===== src/rtl/ctrl_bank_pkg.sv =====
package ctrl_bank_pkg;
    localparam int A_CLR  = 'h3D;
    localparam int A_SET  = 'h3E;
    localparam int A_LOAD = 'h3F;
    localparam int A_CMD  = 'h2B;
    localparam int A_SNAP = 'h100;

    localparam int CMD_W   = 3;
    localparam int CB_CLR  = 0;
    localparam int CB_SNAP = 1;
    localparam int CB_TRIG = 2;

    typedef enum logic [1:0] {WOP_NONE, WOP_CLR, WOP_SET, WOP_LOAD} wop_t;
    typedef enum logic {CMD_IDLE, CMD_FIRE} cmd_state_t;
endpackage


===== src/rtl/ctrl_word.sv =====
module ctrl_word
    import ctrl_bank_pkg::*;
#(
    parameter int DATA_W = 32
) (
    input  logic              clk,
    input  logic              rst,
    input  wop_t              op,
    input  logic [DATA_W-1:0] wdata,
    output logic [DATA_W-1:0] word_q
);
    always_ff @(posedge clk) begin
        if (rst) begin
            word_q <= '0;
        end else begin
            unique case (op)
                WOP_CLR:  word_q <= word_q & ~wdata;
                WOP_SET:  word_q <= word_q | wdata;
                WOP_LOAD: word_q <= wdata;
                default:  word_q <= word_q;
            endcase
        end
    end
endmodule


===== src/rtl/cmd_seq.sv =====
module cmd_seq
    import ctrl_bank_pkg::*;
(
    input  logic             clk,
    input  logic             rst,
    input  logic             cmd_wr,
    input  logic [CMD_W-1:0] cmd_bits,
    output logic [CMD_W-1:0] pulses
);
    cmd_state_t       state_q, state_d;
    logic [CMD_W-1:0] bits_q;
    logic             arm;

    assign arm = cmd_wr && (|cmd_bits);

    always_comb begin
        state_d = state_q;
        unique case (state_q)
            CMD_IDLE: state_d = arm ? CMD_FIRE : CMD_IDLE;
            CMD_FIRE: state_d = arm ? CMD_FIRE : CMD_IDLE;
            default:  state_d = CMD_IDLE;
        endcase
    end

    always_ff @(posedge clk) begin
        if (rst) begin
            state_q <= CMD_IDLE;
            bits_q  <= '0;
        end else begin
            state_q <= state_d;
            bits_q  <= arm ? cmd_bits : '0;
        end
    end

    always_comb begin
        unique case (state_q)
            CMD_FIRE: pulses = bits_q;
            default:  pulses = '0;
        endcase
    end
endmodule


===== src/rtl/snap_counters.sv =====
module snap_counters #(
    parameter int NUM_CNT = 3,
    parameter int CNT_W   = 32
) (
    input  logic                          clk,
    input  logic                          rst,
    input  logic [NUM_CNT-1:0]            evt,
    input  logic                          clr,
    input  logic                          snap,
    output logic [CNT_W-1:0]              snap_ts,
    output logic [NUM_CNT-1:0][CNT_W-1:0] snap_cnt
);
    logic [CNT_W-1:0] ts_q;

    always_ff @(posedge clk) begin
        if (rst) begin
            ts_q    <= '0;
            snap_ts <= '0;
        end else begin
            ts_q <= ts_q + 1'b1;
            if (snap) snap_ts <= ts_q;
        end
    end

    for (genvar k = 0; k < NUM_CNT; k++) begin : g_cnt
        logic [CNT_W-1:0] cnt_q;
        always_ff @(posedge clk) begin
            if (rst) begin
                cnt_q       <= '0;
                snap_cnt[k] <= '0;
            end else begin
                // capture samples the pre-clear value in the same edge
                if (snap) snap_cnt[k] <= cnt_q;
                if (clr)         cnt_q <= '0;
                else if (evt[k]) cnt_q <= cnt_q + 1'b1;
            end
        end
    end
endmodule


===== src/rtl/ctrl_bank.sv =====
module ctrl_bank
    import ctrl_bank_pkg::*;
#(
    parameter int ADDR_W  = 12,
    parameter int DATA_W  = 32,
    parameter int NUM_CNT = 3
) (
    input  logic               clk,
    input  logic               rst,
    input  logic               wr_en,
    input  logic               rd_en,
    input  logic [ADDR_W-1:0]  addr,
    input  logic [DATA_W-1:0]  wdata,
    output logic [DATA_W-1:0]  rd_data,
    output logic               rd_valid,
    input  logic [NUM_CNT-1:0] evt_i,
    output logic [DATA_W-1:0]  ctrl_o,
    output logic               cnt_clr_o,
    output logic               snap_o,
    output logic               swtrig_o
);
    localparam logic [ADDR_W-1:0] ADR_CLR  = ADDR_W'(A_CLR);
    localparam logic [ADDR_W-1:0] ADR_SET  = ADDR_W'(A_SET);
    localparam logic [ADDR_W-1:0] ADR_LOAD = ADDR_W'(A_LOAD);
    localparam logic [ADDR_W-1:0] ADR_CMD  = ADDR_W'(A_CMD);
    localparam logic [ADDR_W-1:0] ADR_SNAP = ADDR_W'(A_SNAP);

    wop_t                          op;
    logic [CMD_W-1:0]              pulses;
    logic [DATA_W-1:0]             snap_ts;
    logic [NUM_CNT-1:0][DATA_W-1:0] snap_cnt;
    logic [DATA_W-1:0]             rd_d;

    always_comb begin
        op = WOP_NONE;
        if (wr_en) begin
            if (addr == ADR_CLR)       op = WOP_CLR;
            else if (addr == ADR_SET)  op = WOP_SET;
            else if (addr == ADR_LOAD) op = WOP_LOAD;
        end
    end

    ctrl_word #(.DATA_W(DATA_W)) u_word (
        .clk(clk), .rst(rst), .op(op), .wdata(wdata), .word_q(ctrl_o)
    );

    cmd_seq u_seq (
        .clk(clk), .rst(rst),
        .cmd_wr(wr_en && (addr == ADR_CMD)),
        .cmd_bits(wdata[CMD_W-1:0]),
        .pulses(pulses)
    );

    assign cnt_clr_o = pulses[CB_CLR];
    assign snap_o    = pulses[CB_SNAP];
    assign swtrig_o  = pulses[CB_TRIG];

    snap_counters #(.NUM_CNT(NUM_CNT), .CNT_W(DATA_W)) u_cnt (
        .clk(clk), .rst(rst), .evt(evt_i),
        .clr(cnt_clr_o), .snap(snap_o),
        .snap_ts(snap_ts), .snap_cnt(snap_cnt)
    );

    always_comb begin
        rd_d = '0;
        if (addr == ADR_CLR || addr == ADR_SET || addr == ADR_LOAD) rd_d = ctrl_o;
        if (addr == ADR_SNAP) rd_d = snap_ts;
        for (int i = 0; i < NUM_CNT; i++) begin
            if (addr == ADR_SNAP + ADDR_W'(i + 1)) rd_d = snap_cnt[i];
        end
    end

    always_ff @(posedge clk) begin
        if (rst) begin
            rd_data  <= '0;
            rd_valid <= 1'b0;
        end else begin
            rd_valid <= rd_en;
            rd_data  <= rd_en ? rd_d : '0;
        end
    end
endmodule


===== config.mk =====
export PLATFORM = sky130hd
export DESIGN_NAME = ctrl_bank
export DESIGN_NICKNAME = d
export VERILOG_FILES = /design/src/rtl/ctrl_bank_pkg.sv /design/src/rtl/ctrl_word.sv /design/src/rtl/cmd_seq.sv /design/src/rtl/snap_counters.sv /design/src/rtl/ctrl_bank.sv
export SDC_FILE = /design/constraint.sdc
export NUM_CORES = 1
export LEC_CHECK = 0
export ABC_AREA = 1
export BUFFER_PORTS_ARGS = -buffer_cell sky130_fd_sc_hd__buf_4
export CAP_MARGIN = 20
export CORE_MARGIN = 2
export CORE_UTILIZATION = 50
export CTS_BUF_LIST = sky130_fd_sc_hd__clkbuf_8
export DETAILED_ROUTE_END_ITERATION = 12
export PLACE_DENSITY = 0.78
export RECOVER_POWER = 100
export SYNTH_ARGS = -nofsm -noshare
export SYNTH_HDL_FRONTEND = slang
export SYNTH_SLANG_ARGS = --single-unit

===== constraint.sdc =====
create_clock -name clk -period 1.9 [get_ports clk]
set_input_delay 0.19 -clock clk [delete_from_list [all_inputs] [get_ports clk]]
set_output_delay 0.19 -clock clk [all_outputs]
set_load 0.01 [all_outputs]

# After elaboration in Yosys (flattened, before gate mapping)
# Cells that the tools add are included.
op_classes:
  eq_ne: 11
  order_cmp: 0
  n_bitwise: 5
  addsub: 4
  mul: 0
  n_reduce_logical: 9
  muxes: 12
  shifts: 0
  div: 0
ops:
  columns: ["op", "count"]
  rows:
  - ["2-to-1 mux 32 bit", 5]
  - ["adder 32 x 1 -> 32 bit, second input constant", 4]
  - ["case mux 32 bit (3 select lines)", 1]
  - ["equality test 12 x 6 -> 1 bit, second input constant", 4]
  - ["equality test 12 x 9 -> 1 bit, second input constant", 4]
  - ["AND 32 bit", 1]
  - ["inverter 32 bit", 1]
  - ["bitwise OR 32 bit", 1]
  - ["2-to-1 mux 2 bit", 4]
  - ["OR reduction 2 bit", 3]
  - ["equality test 2 bit, second input constant", 2]
  - ["2-to-1 mux 3 bit", 1]
  - ["nonzero test 3 bit", 1]
  - ["OR reduction 3 bit", 1]
  - ["equality test 2 x 1 -> 1 bit, second input constant", 1]
  - ["logical AND 1 bit", 2]
  - ["logical OR 1 bit", 2]
  - ["inverter 1 bit", 2]
  - ["2-to-1 mux 1 bit", 1]
word_totals:
  memories: 0
  input_bits: 51
  mem_bits_rw: 0
  wordCells: 54
  regBits: 325
  mem_bits_ro: 0
  output_inout_bits: 68
  latchBits: 0

# Longest topological paths before layout
# Gate-level depths: netlist of the first run.
logic_depth:
  ltp_word: 8
  mapped_depth: 12
  mapped_depth_nobuf: 10

# Modules after synthesis
# A second synthesis of the first run with hierarchy kept.
unflattened:
  cells_unflattened: 2370
  hier_area_um2: 15942.8
modules_own_cells:
  columns: ["module", "seq_area_each_um2", "cells_per_inst", "area_each_um2", "instances"]
  rows:
  - ["snap_counters", 5124.9, 1576, 11230.8, 1]
  - ["ctrl_bank", 660.6, 598, 3159.3, 1]
  - ["ctrl_word", 640.6, 173, 1395.1, 1]
  - ["cmd_seq", 80.1, 23, 157.7, 1]

# Least setup slack after synthesis of the first run
# Ideal clock, no wire load.
synth_path:
  kind: "reg2reg"
  startpoint: "register u_cnt.g_cnt[0].cnt_q[1]"
  endpoint: "register u_cnt.g_cnt[0].cnt_q[18]"
  path_buffers: 0
  t_arrival_ns: 1.379
  synth_period_minus_slack_ns: 1.507
  required_time_ns: 1.772
  path_stages_with_launch: 10
  setup_ns: 0.128
  setup_slack_ns: 0.393
  path_cell_list: "dfxtp_1 -> ha_1 -> nand3_1 -> nor2_1 -> inv_2 -> nor2_1 -> nand2_1 -> nor2_1 -> xnor2_1 -> nor2_1"
synth_via:
  elab_chain_len: 1
synth_rtl:
  columns: ["element", "line", "source"]
  rows:
  - ["start, declared", "snap_counters.sv:26", "logic [CNT_W-1:0] cnt_q;"]
  - ["start signal, assigned", "snap_counters.sv:35", "else if (evt[k]) cnt_q <= cnt_q + 1'b1;"]
  - ["adder 32 x 1 -> 32 bit", "snap_counters.sv:35", null]
# Every way passes these cells.
# A chain may end at the register's enable or synchronous reset.

# Final worst setup path of the first run
layout_path:
  startpoint: "register u_seq.state_q"
  endpoint: "register u_cnt.snap_cnt[90] in the netlist's numbering"
layout_via:
  elab_chain_len: 1
layout_rtl:
  columns: ["element", "line", "source"]
  rows:
  - ["start, declared", "cmd_seq.sv:10", "cmd_state_t state_q, state_d;"]
  - ["start signal, assigned", "cmd_seq.sv:30", "state_q <= state_d;"]
  - ["2-to-1 mux 3 bit", "cmd_seq.sv:36", "unique case (state_q)"]
  - ["end signal, assigned by index", "snap_counters.sv:33", "if (snap) snap_cnt[k] <= cnt_q;"]
  - ["end, declared", "snap_counters.sv:11", "output logic [NUM_CNT-1:0][CNT_W-1:0] snap_cnt"]
# Every way passes these cells.

==> impl_metrics.env, run 1 <==
export IMPL_synthArstFlopShare_pct=0
export IMPL_dr_pass1_iters=5
export IMPL_synthMuxAreaShare_pct=0
export IMPL_io_pins=119
export IMPL_crit_path_start="u_seq.state_q"
export IMPL_synth_ff_type="dfxtp_1"
export IMPL_ir_drop_v=0.000542
export IMPL_place_detailed_hpwl_um=33200
export IMPL_synth_xor_area_share_pct=1.75
export IMPL_synth_edf_count=0
export IMPL_min_from="addr[11]"
export IMPL_synth_top_family_by_area="simple AND/OR/NAND/NOR gates"
export IMPL_final_cell_mix="nand2_1, dfxtp_1, nor2_1"
export IMPL_worst_path_max_fanout=52
export IMPL_whs_endpoint="rd_data[29]"
export IMPL_cts_tree="done"
export IMPL_r2r_cells=4
export IMPL_yosysWarningCount=0
export IMPL_avgRoutedWirePerCell_um=16.7
export IMPL_skew_ps=20.0
export IMPL_final_common_cell="nand2_1"
export IMPL_post_route_period_util_pct=96.8
export IMPL_slew_viol_final=0
export IMPL_worstPathCellList="nand2_1 -> clkbuf_4 -> o21ai_0 -> nor2_1"
export IMPL_core_sq_um=29600
export IMPL_r2r_start="u_seq.state_q"
export IMPL_postSynthAreaPerCell_sq_um=6.86
export IMPL_holdPathStages=6
export IMPL_die_h_um=177
export IMPL_drv_cap=0
export IMPL_synth_distinct_cells=40
export IMPL_grt_max_degree=83
export IMPL_cts_max_path_buffers=3
export IMPL_port_buffers=118
export IMPL_ys_ff_latch=325
export IMPL_antenna_found_initial=0
export IMPL_outcome="complete, no violations"
export IMPL_grt_total_usage_pct=29.0
export IMPL_initial_core_util_pct=50.7
export IMPL_first_iter_violations=1521
export IMPL_r2r_slack_ps=60
export IMPL_numCtsBuffers=53
export IMPL_multi_input_area_sq_um=7280
export IMPL_synthToLayoutAreaGrowth_pct=19.3
export IMPL_synth_top_cell_by_area="dfxtp_1"
export IMPL_drtAntennaViolNets=0
export IMPL_slew_headroom_pct=14.2
export IMPL_tns_ps=0
export IMPL_holdWs_ps=72.9
export IMPL_path_buf_inv=1
export IMPL_cts_setup_buffers=0
export IMPL_rsz0062_at_grt="no"
export IMPL_hp_class="in -> reg"
export IMPL_synth_simple_area_share_pct=26.5
export IMPL_synth_top_area_share_pct=43.3
export IMPL_dieWidth_um=177
export IMPL_clkTransAtPathRegs_ps=70
export IMPL_first_global_vias=14227
export IMPL_numClockSinks=325
export IMPL_syn_area_sq_um=15000
export IMPL_start_kind="register"
export IMPL_total_power_mw=13.9
export IMPL_place_area_sq_um=16600
export IMPL_seqCellArea_sq_um=6510
export IMPL_dieArea_sq_um=31400
export IMPL_cp_arrival_ps=2300
export IMPL_drive_gt1_share_pct=9.24
export IMPL_via_count=15429
export IMPL_slowest_delay_ps=580
export IMPL_cpLargestDelayFamily="compound AO/OA/AOI/OAI gates"
export IMPL_grt_pass1_wl_um=73100
export IMPL_cp_slowest_cell="o21ai_0"
export IMPL_fmax_mhz=544
export IMPL_powerDensity_nw_per_um2=775
export IMPL_clock_latency_ps=590
export IMPL_viasPerCell=5.53
export IMPL_clock_root_buffer="clkbuf_8"
export IMPL_cp_data_required_time_ps=2360
export IMPL_critPathKind="reg -> reg"
export IMPL_yosysSeqAreaShare_pct=43.3
export IMPL_gp_congestion=0.934
export IMPL_postLayoutCellArea_sq_um=17900
export IMPL_setup_viol=0
export IMPL_netlist_instances=2189
export IMPL_reg2reg_to="u_cnt.snap_cnt[90]"
export IMPL_synthAdderAreaFrac_pct=0.333
export IMPL_drt_total_wl_um=46700
export IMPL_dp_slack_ps=142
export IMPL_drc=0
export IMPL_final_nets=2415
export IMPL_end_kind="register"
export IMPL_setup_ws_ps=61.7
export IMPL_worst_pin_slew_ps=1290
export IMPL_grt_overflow_total=0
export IMPL_num_antenna_cells=0
export IMPL_fin_crit_ps=1840
export IMPL_cts_max_level=2
export IMPL_power_leakage_nw=6.71
export IMPL_rows=63
export IMPL_hold_violations=0
export IMPL_synth_compound_area_share_pct=19.9
export IMPL_synth_net_count=2244
export IMPL_fillers=2727
export IMPL_synth_top_cells_by_area="dfxtp_1, nand2_1, a21oi_1, nor2_1, o21ai_0"
==> through the flow <==
step	utilization, %	instances
floorplan	-	2189
global placement	55.9	2641
detailed placement	55.9	2641
CTS	61.6	2792
global route	60.4	2792
finish	60.4	2792
==> synthesized netlist by cell type, types with 3 or more instances <==
cell type  count
nand2_2        3
nor4_1         5
inv_1        202
nor2_1       287
nor3_1        46
nand3b_1       7
or2_2          4
nor3_2         3
nand2_1      491
o21bai_1       3
ha_1           4
dfxtp_1      325
nand4_1       26
o2111ai_1     32
a21boi_0      32
clkbuf_1      74
a21oi_1      250
inv_2          8
buf_1          9
nor3b_1        3
nand3_1       68
nor2_2         4
xnor2_1        6
buf_2         24
xor2_1        24
o21ai_1       31
o21ai_0      199
==> how the worst max path moves through the flow <==
| stage | slack [ps] | end | cells past startpoint |
|---|---|---|---|
| floorplan | 390 | u_cnt.g_cnt[0].cnt_q[18] | 9 |
| global placement | 160 | rd_data[4] | 11 |
| detailed placement | 140 | rd_data[4] | 11 |
| CTS | 40 | snap_o | 3 |
| global route | 3 | u_cnt.g_cnt[1].cnt_q[24] | 6 |
| finish | 60 | u_cnt.snap_cnt[90] | 4 |
==> layout make-up <==
| type | count | area share, % |
|---|---|---|
| multi-input cells | 1545 | 40.6 |
| flip-flops and latches | 325 | 36.3 |
| repair buffers | 225 | 9.43 |
| clock buffers | 71 | 5.46 |
| inverters | 210 | 4.44 |
| well taps | 390 | 2.72 |
| clock inverters | 26 | 0.971 |
==> routing by layer <==
layer	GRT usage, %	wire length [um]	up-vias	part of all wire, %
li1	-	-	7539	-
met1	38.7	20200	7075	43
met2	47.0	20900	697	45
met3	4.54	3800	118	8.1
met4	11.3	1700	0	3.7
met5	0	0	-	0
==> flip-flops by register name, indices dropped and copies added, names as in the netlist <==
signal and cells:
u_cnt.g_cnt.cnt_q 96, u_cnt.snap_cnt 96, rd_data 32, u_cnt.snap_ts 32
u_cnt.ts_q 32, u_word.word_q 32, u_seq.bits_q 3, rd_valid 1
u_seq.state_q 1
==> where the power goes <==
| part | leakage (nW) | internal (mW) | switching (mW) |
|---|---|---|---|
| registers | 2.62 | 6.83 | 0.0176 |
| logic | 3.45 | 0.206 | 0.325 |
| clock network | 0.639 | 3.61 | 2.88 |
==> worst reg2reg max path, stage by stage, from the launching register on <==
cell	delay (ps)
dfxtp_1	350
nand2_1	200
clkbuf_4	470
o21ai_0	610
nor2_1	80
==> kinds of logic (layout without fill, tap and decap cells) <==
kind of cell | count (synthesis) | count (layout)
simple gates | 959 | 959
compound gates | 552 | 552
flops | 325 | 325
buf+inv | 319 | 532
xor+xnor | 30 | 30
fa+ha+maj | 4 | 4
==> repair_timing <==
action                                 4_1_cts  5_1_grt
hold buffers                                54        0
gates resized for setup                      1        6
endpoints found under the hold margin       49        0
setup endpoints to repair                    1        3
(Power assumes the default switching activity.)
==> inputs of run 2 (changes only) <==
CORE_MARGIN = 3   (was 2)
SYNTH_HIERARCHICAL = 1   (was not set)
==> run 2 against run 1 <==
Highest routed layer unchanged. Clock-buffer cell count is 4 lower. Die area is 8.4% higher. Cell count is 5.8% higher. Utilization is 1.2 points lower. Synthesized cell count is 8.3% higher. Sequential share of layout area is 0.86 points lower. Routed wire length is 5.3% higher. Via count is 2.6% higher.
==> impl_metrics.env, run 2 <==
export IMPL_reg2reg_to="u_cnt/g_cnt[2].cnt_q[30]"
export IMPL_cts_max_level=2
export IMPL_drive_gt1_share_pct=9.89
export IMPL_fin_crit_ps=1770
export IMPL_synth_edf_count=0
export IMPL_synthArstFlopShare_pct=0
export IMPL_final_cell_mix="nand2_1, inv_1, dfxtp_1"
export IMPL_first_iter_violations=1597
export IMPL_cts_setup_buffers=0
export IMPL_port_buffers=118
export IMPL_yosysWarningCount=6
export IMPL_final_common_cell="nand2_1"
export IMPL_core_sq_um=31000
export IMPL_numCtsBuffers=55
export IMPL_skew_ps=26.7
export IMPL_clkPwrFrac_pct=44.9
export IMPL_tns_ps=0
export IMPL_netlist_instances=2370
export IMPL_place_detailed_hpwl_um=35800
export IMPL_yosysMostFrequentCell="nand2_1"
export IMPL_rsz0062_at_grt="no"
export IMPL_p_seq_share_pct=51.5
export IMPL_slew_headroom_pct=43.1
export IMPL_cp_data_required_time_ps=2380
export IMPL_holdPathStages=6
export IMPL_dp_slack_ps=-4.81
export IMPL_drc=0
export IMPL_end_kind="register"
export IMPL_ir_drop_v=0.000529
export IMPL_gp_congestion=0.934
export IMPL_cp_arrival_ps=2250
export IMPL_synth_distinct_cells=40
export IMPL_switching_power_mw=3.11
export IMPL_cts_tree="done"
export IMPL_via_count=15823
export IMPL_intPower_mw=10.2
export IMPL_drtAntennaViolNets=0
export IMPL_cts_repair_resized=0
export IMPL_ys_ff_latch=325
export IMPL_post_route_period_util_pct=93.2
export IMPL_place_area_sq_um=17300
export IMPL_setup_viol=0
export IMPL_outcome="complete, no violations"
export IMPL_dieArea_sq_um=34100
export IMPL_antenna_found_initial=0
export IMPL_switching_share_pct=23.4
export IMPL_die_h_um=185
export IMPL_avgRoutedWirePerCell_um=16.6
export IMPL_fmax_mhz=565
export IMPL_clock_latency_ps=600
export IMPL_hp_class="in -> reg"
export IMPL_synth_ff_type="dfxtp_1"
export IMPL_yosysSeqAreaShare_pct=40.8
export IMPL_final_nets=2578
export IMPL_dr_pass1_iters=6
export IMPL_slew_viol_final=0
export IMPL_synth_top_area_share_pct=40.8
export IMPL_r2r_cells=9
export IMPL_combPwrFrac_pct=3.6
export IMPL_synth_top_cell_by_area="dfxtp_1"
export IMPL_synthToLayoutAreaGrowth_pct=15.1
export IMPL_clock_root_buffer="clkbuf_8"
export IMPL_final_cells=2954
export IMPL_grt_pass1_wl_um=77000
export IMPL_initial_core_util_pct=51.4
export IMPL_synth_top_cells_by_area="dfxtp_1, nand2_1, inv_1, a21oi_1, o21ai_0"
export IMPL_cts_max_path_buffers=3
export IMPL_hold_violations=0
export IMPL_holdWs_ps=35.9
export IMPL_drv_cap=0
export IMPL_min_from="addr[2]"
export IMPL_grt_total_usage_pct=28.1
export IMPL_postSynthAreaPerCell_sq_um=6.73
export IMPL_start_kind="register"
export IMPL_reg_top3="u_cnt/g_cnt.cnt_q (96), u_cnt/snap_cnt (96)"
export IMPL_syn_area_sq_um=15900
export IMPL_dp_cells=2818
export IMPL_crit_path_start="u_cnt/g_cnt[2].cnt_q[0]"
export IMPL_drt_total_wl_um=49200
export IMPL_first_global_vias=14771
export IMPL_dieWidth_um=185
export IMPL_power_leakage_nw=6.98
export IMPL_clkTransAtPathRegs_ps=60
export IMPL_grt_overflow_total=0
export IMPL_rows=64
export IMPL_num_antenna_cells=0
export IMPL_r2r_slack_ps=130
export IMPL_powerDensity_nw_per_um2=725
export IMPL_critPathKind="reg -> reg"
export IMPL_setup_ws_ps=130
export IMPL_synth_top_cells_by_count="nand2_1, inv_1, dfxtp_1"
export IMPL_grt_max_degree=139
export IMPL_postLayoutCellArea_sq_um=18300
export IMPL_whs_endpoint="u_seq/bits_q[2]"
export IMPL_numClockSinks=325
export IMPL_synth_net_count=2425
export IMPL_io_pins=119
export IMPL_worst_pin_slew_ps=854
export IMPL_worst_path_max_fanout=5
export IMPL_viasPerCell=5.36
export IMPL_r2r_start="u_cnt/g_cnt[2].cnt_q[0]"
[run 2: changes by cell type after synthesis, sizes merged, moves of 15 or more]
| cell | change |
|---|---|
| a21oi | +15 |
| o21ai | +49 |
| inv | +134 |
| clkbuf | -30 |
| o2111ai | -32 |
| a21boi | -32 |
| nand3 | +48 |
| nor2 | +34 |
| buf | +27 |
[run 2: critical path, cell delays in order (launching register included)]
cell and delay, ps:
dfxtp_1 430, ha_1 230, nand3_1 100, nor2_1 260
clkbuf_1 200, nand2_1 120, nor2_4 150, nand3_1 70
nand2_1 60, nor2_1 40
[run 2: power by group through the flow]
stage               sequential [mW]  clock (mW)  combinational (mW)
floorplan                      7.00           0               0.220
global placement               7.00           0               0.416
detailed placement             7.00           0               0.423
CTS                            6.85        6.07               0.486
global route                   6.85        6.42               0.515
finish                         6.85        5.98               0.475
[run 2: worst max path at each step]
stage | endpoint | depth (start not counted)
6_report | u_cnt/g_cnt[2].cnt_q[30] | 9
5_1_grt | u_cnt/g_cnt[0].cnt_q[27] | 9
4_1_cts | u_cnt/g_cnt[2].cnt_q[28] | 8
3_5_place_dp | rd_data[19] | 12
3_3_place_gp | rd_data[29] | 11
2_1_floorplan | u_word/word_q[12] | 10
[run 2: per-layer routing]
| metal | up-vias | wire length (um) | track usage [%] |
|---|---|---|---|
| met4 | 0 | 1480 | 8.95 |
| met2 | 654 | 21500 | 44.2 |
| met1 | 7215 | 22200 | 39.5 |
| met5 | - | 0 | 0 |
| li1 | 7873 | - | - |
| met3 | 81 | 3950 | 4.76 |
[run 2: kinds of logic (layout without fill, tap and decap cells)]
logic type / count (synthesis) / after routing / synth area share, %
xor+xnor: 13 / 13 / 0.714
compound gates: 549 / 549 / 17.9
fa+ha+maj: 4 / 4 / 0.314
simple gates: 1026 / 1026 / 28.5
buf+inv: 453 / 641 / 11.7
flops: 325 / 325 / 40.8
[run 2: layout make-up]
| cell class | instances | area (sq um) |
|---|---|---|
| clock inverters | 25 | 116 |
| repair buffers | 202 | 1490 |
| multi-input cells | 1592 | 7510 |
| clock buffers | 67 | 922 |
| fillers | 2939 | 12600 |
| well taps | 396 | 495 |
| flip-flops and latches | 325 | 6510 |
| inverters | 347 | 1310 |
[run 2: timing repair]
item | in CTS | in global routing
hold buffers | 44 | 0
hold endpoints to repair | 48 | 0
setup endpoints to repair | 0 | 0
[run 2: metrics by stage]
step | util (%) | power (mW)
after detailed placement | 55.7 | 7.43
final | 59.2 | 13.3
after CTS | 60.5 | 13.4
after floorplan | - | 7.22
after global routing | 59.2 | 13.8
after global placement | 55.7 | 7.42
==> inputs of run 3 (changes only) <==
PLACE_DENSITY = 0.7   (was 0.78)
clock period = 1.6 ns   (was 1.9 ns; I/O delays follow)
==> run 3 against run 2 <==
Clock-buffer cell count increased by 6. Combinational power increased by 41%. First-iteration DRC count decreased by 3.6%. Via count increased by 2.2%. Clock power increased by 28%. Final area increased by 5.1%. Highest routed layer unchanged. Sequential power increased by 19%. Utilization increased by 3.0 points. Register-to-register slack got worse by 50 ps. Die area unchanged. Total power increased by 24%. Largest cell class unchanged. Largest power group unchanged. Flip-flop and latch count unchanged.
==> impl_metrics.env, run 3 (same netlist as run 2, synthesis figures left out) <==
export IMPL_final_nets=2646
export IMPL_drt_total_wl_um=51600
export IMPL_place_detailed_hpwl_um=38100
export IMPL_slew_viol_final=0
export IMPL_cts_max_path_buffers=3
export IMPL_worst_pin_slew_ps=583
export IMPL_setup_ws_ps=44.8
export IMPL_setup_viol=0
export IMPL_num_antenna_cells=0
export IMPL_final_cell_mix="nand2_1, inv_1, dfxtp_1"
export IMPL_hp_class="in -> reg"
export IMPL_via_count=16165
export IMPL_dp_slack_ps=-264
export IMPL_avgRoutedWirePerCell_um=17.1
export IMPL_port_buffers=118
export IMPL_switching_power_mw=3.85
export IMPL_core_sq_um=31000
export IMPL_drv_cap=0
export IMPL_numCtsBuffers=55
export IMPL_clkPwrFrac_pct=46.5
export IMPL_slowest_delay_ps=400
export IMPL_first_global_vias=15236
export IMPL_synthToLayoutAreaGrowth_pct=20.9
export IMPL_post_route_period_util_pct=97.2
export IMPL_initial_core_util_pct=51.4
export IMPL_worst_path_max_fanout=3
export IMPL_switching_share_pct=23.4
export IMPL_fillers=2889
export IMPL_grt_pass1_wl_um=80500
export IMPL_viasPerCell=5.34
export IMPL_die_h_um=185
export IMPL_holdWs_ps=137
export IMPL_drive_gt1_share_pct=15.5
export IMPL_fin_crit_ps=1560
export IMPL_outcome="complete, no violations"
export IMPL_grt_overflow_total=0
export IMPL_final_common_cell="nand2_1"
export IMPL_cts_tree="done"
export IMPL_first_iter_violations=1540
export IMPL_io_pins=119
export IMPL_numClockSinks=325
export IMPL_cpLargestDelayFamily="flip-flops"
export IMPL_cp_data_required_time_ps=1440
export IMPL_gp_congestion=0.975
export IMPL_tns_ps=0
export IMPL_intPower_mw=12.6
export IMPL_worstPathCellList="nand2_2 -> inv_6 -> buf_4"
export IMPL_start_kind="register"
export IMPL_critPathKind="reg -> out"
export IMPL_powerDensity_nw_per_um2=854
export IMPL_clock_root_buffer="clkbuf_8"
export IMPL_grt_max_degree=83
export IMPL_drc=0
export IMPL_clock_latency_ps=620
export IMPL_dieWidth_um=185
export IMPL_ir_drop_v=0.000796
export IMPL_combPwrFrac_pct=4.1
export IMPL_skew_ps=23.0
export IMPL_reg_top3="u_cnt/g_cnt.cnt_q (96), u_cnt/snap_cnt (96)"
export IMPL_end_kind="output pin"
export IMPL_clkTransAtPathRegs_ps=60
export IMPL_dieArea_sq_um=34100
export IMPL_drtAntennaViolNets=0
export IMPL_grt_total_usage_pct=29.7
export IMPL_power_leakage_nw=7.55
export IMPL_rows=64
export IMPL_fmax_mhz=643
export IMPL_path_buf_inv=2
export IMPL_dr_pass1_iters=6
export IMPL_slew_headroom_pct=61.2
export IMPL_cts_max_level=2
export IMPL_p_seq_share_pct=49.4
export IMPL_cp_slowest_cell="dfxtp_1"
export IMPL_hold_violations=0
export IMPL_antenna_found_initial=0
export IMPL_cp_arrival_ps=1400
run 3: path summary, 6_finish.rpt:
path                           startpoint                  endpoint  slack (ps)  cells after the start
setup / recovery            u_seq/state_q                    snap_o          40                      3
hold / removal                    addr[0]             u_seq/state_q         140                      7
setup reg to reg  u_cnt/g_cnt[2].cnt_q[0]  u_cnt/g_cnt[2].cnt_q[23]          80                      8
hold reg to reg            u_cnt/ts_q[20]            u_cnt/ts_q[20]         470                      2
run 3: cell type report:
class,instances,area (sq um),share of cell area [%]
Multi-Input combinational cell,1592,7660,39.8
Sequential cell,325,6510,33.8
Timing Repair Buffer,269,2160,11.2
Inverter,347,1310,6.78
Clock buffer,73,1000,5.21
Tap cell,396,495,2.57
Clock inverter,23,125,0.649
Timing Repair inverter,1,3.75,0.0195
run 3: what timing repair did:
action,4_1_cts,5_1_grt
setup buffers,3,1
pin swaps,0,4
endpoints found under the hold margin,54,0
hold buffers,40,0
gates resized for setup,2,29
gates cloned,1,0
setup endpoints to repair,2,60
run 3: routing by layer:
metal / global-route usage, % / vias up / wire, um / share of wire [%]
met1: 42.2 / 7440 / 23800 / 46
met5: 0 / - / 0 / 0
li1: - / 8009 / - / -
met4: 8.89 / 0 / 1220 / 2.4
met2: 46.1 / 629 / 22400 / 43
met3: 5.35 / 87 / 4170 / 8.1
run 3: power groups by stage:
stage | registers [mW] | clock network, mW | logic [mW]
3_5_place_dp | 8.31 | 0 | 0.590
2_1_floorplan | 8.31 | 0 | 0.262
3_3_place_gp | 8.31 | 0 | 0.587
6_report | 8.13 | 7.66 | 0.669
5_1_grt | 8.13 | 8.14 | 0.724
4_1_cts | 8.13 | 7.78 | 0.668
run 3: metrics by stage:
step	utilization, %	power (mW)	instances	instance area, sq um
after global placement	57.3	8.89	2885	17800
after detailed placement	57.3	8.90	2885	17800
final	62.2	16.5	3026	19300
after global routing	62.2	17.0	3026	19300
after CTS	62.3	16.6	3025	19300
after floorplan	-	8.57	2370	15900
run 3: worst register-to-register path, cell delays in order (launching register included):
cell,delay (ps)
dfxtp_1,340
buf_4,140
inv_1,90
nor2_2,200
nand3_2,180
nor3_2,250
nand3_1,100
nand2_1,70
nor2_1,40
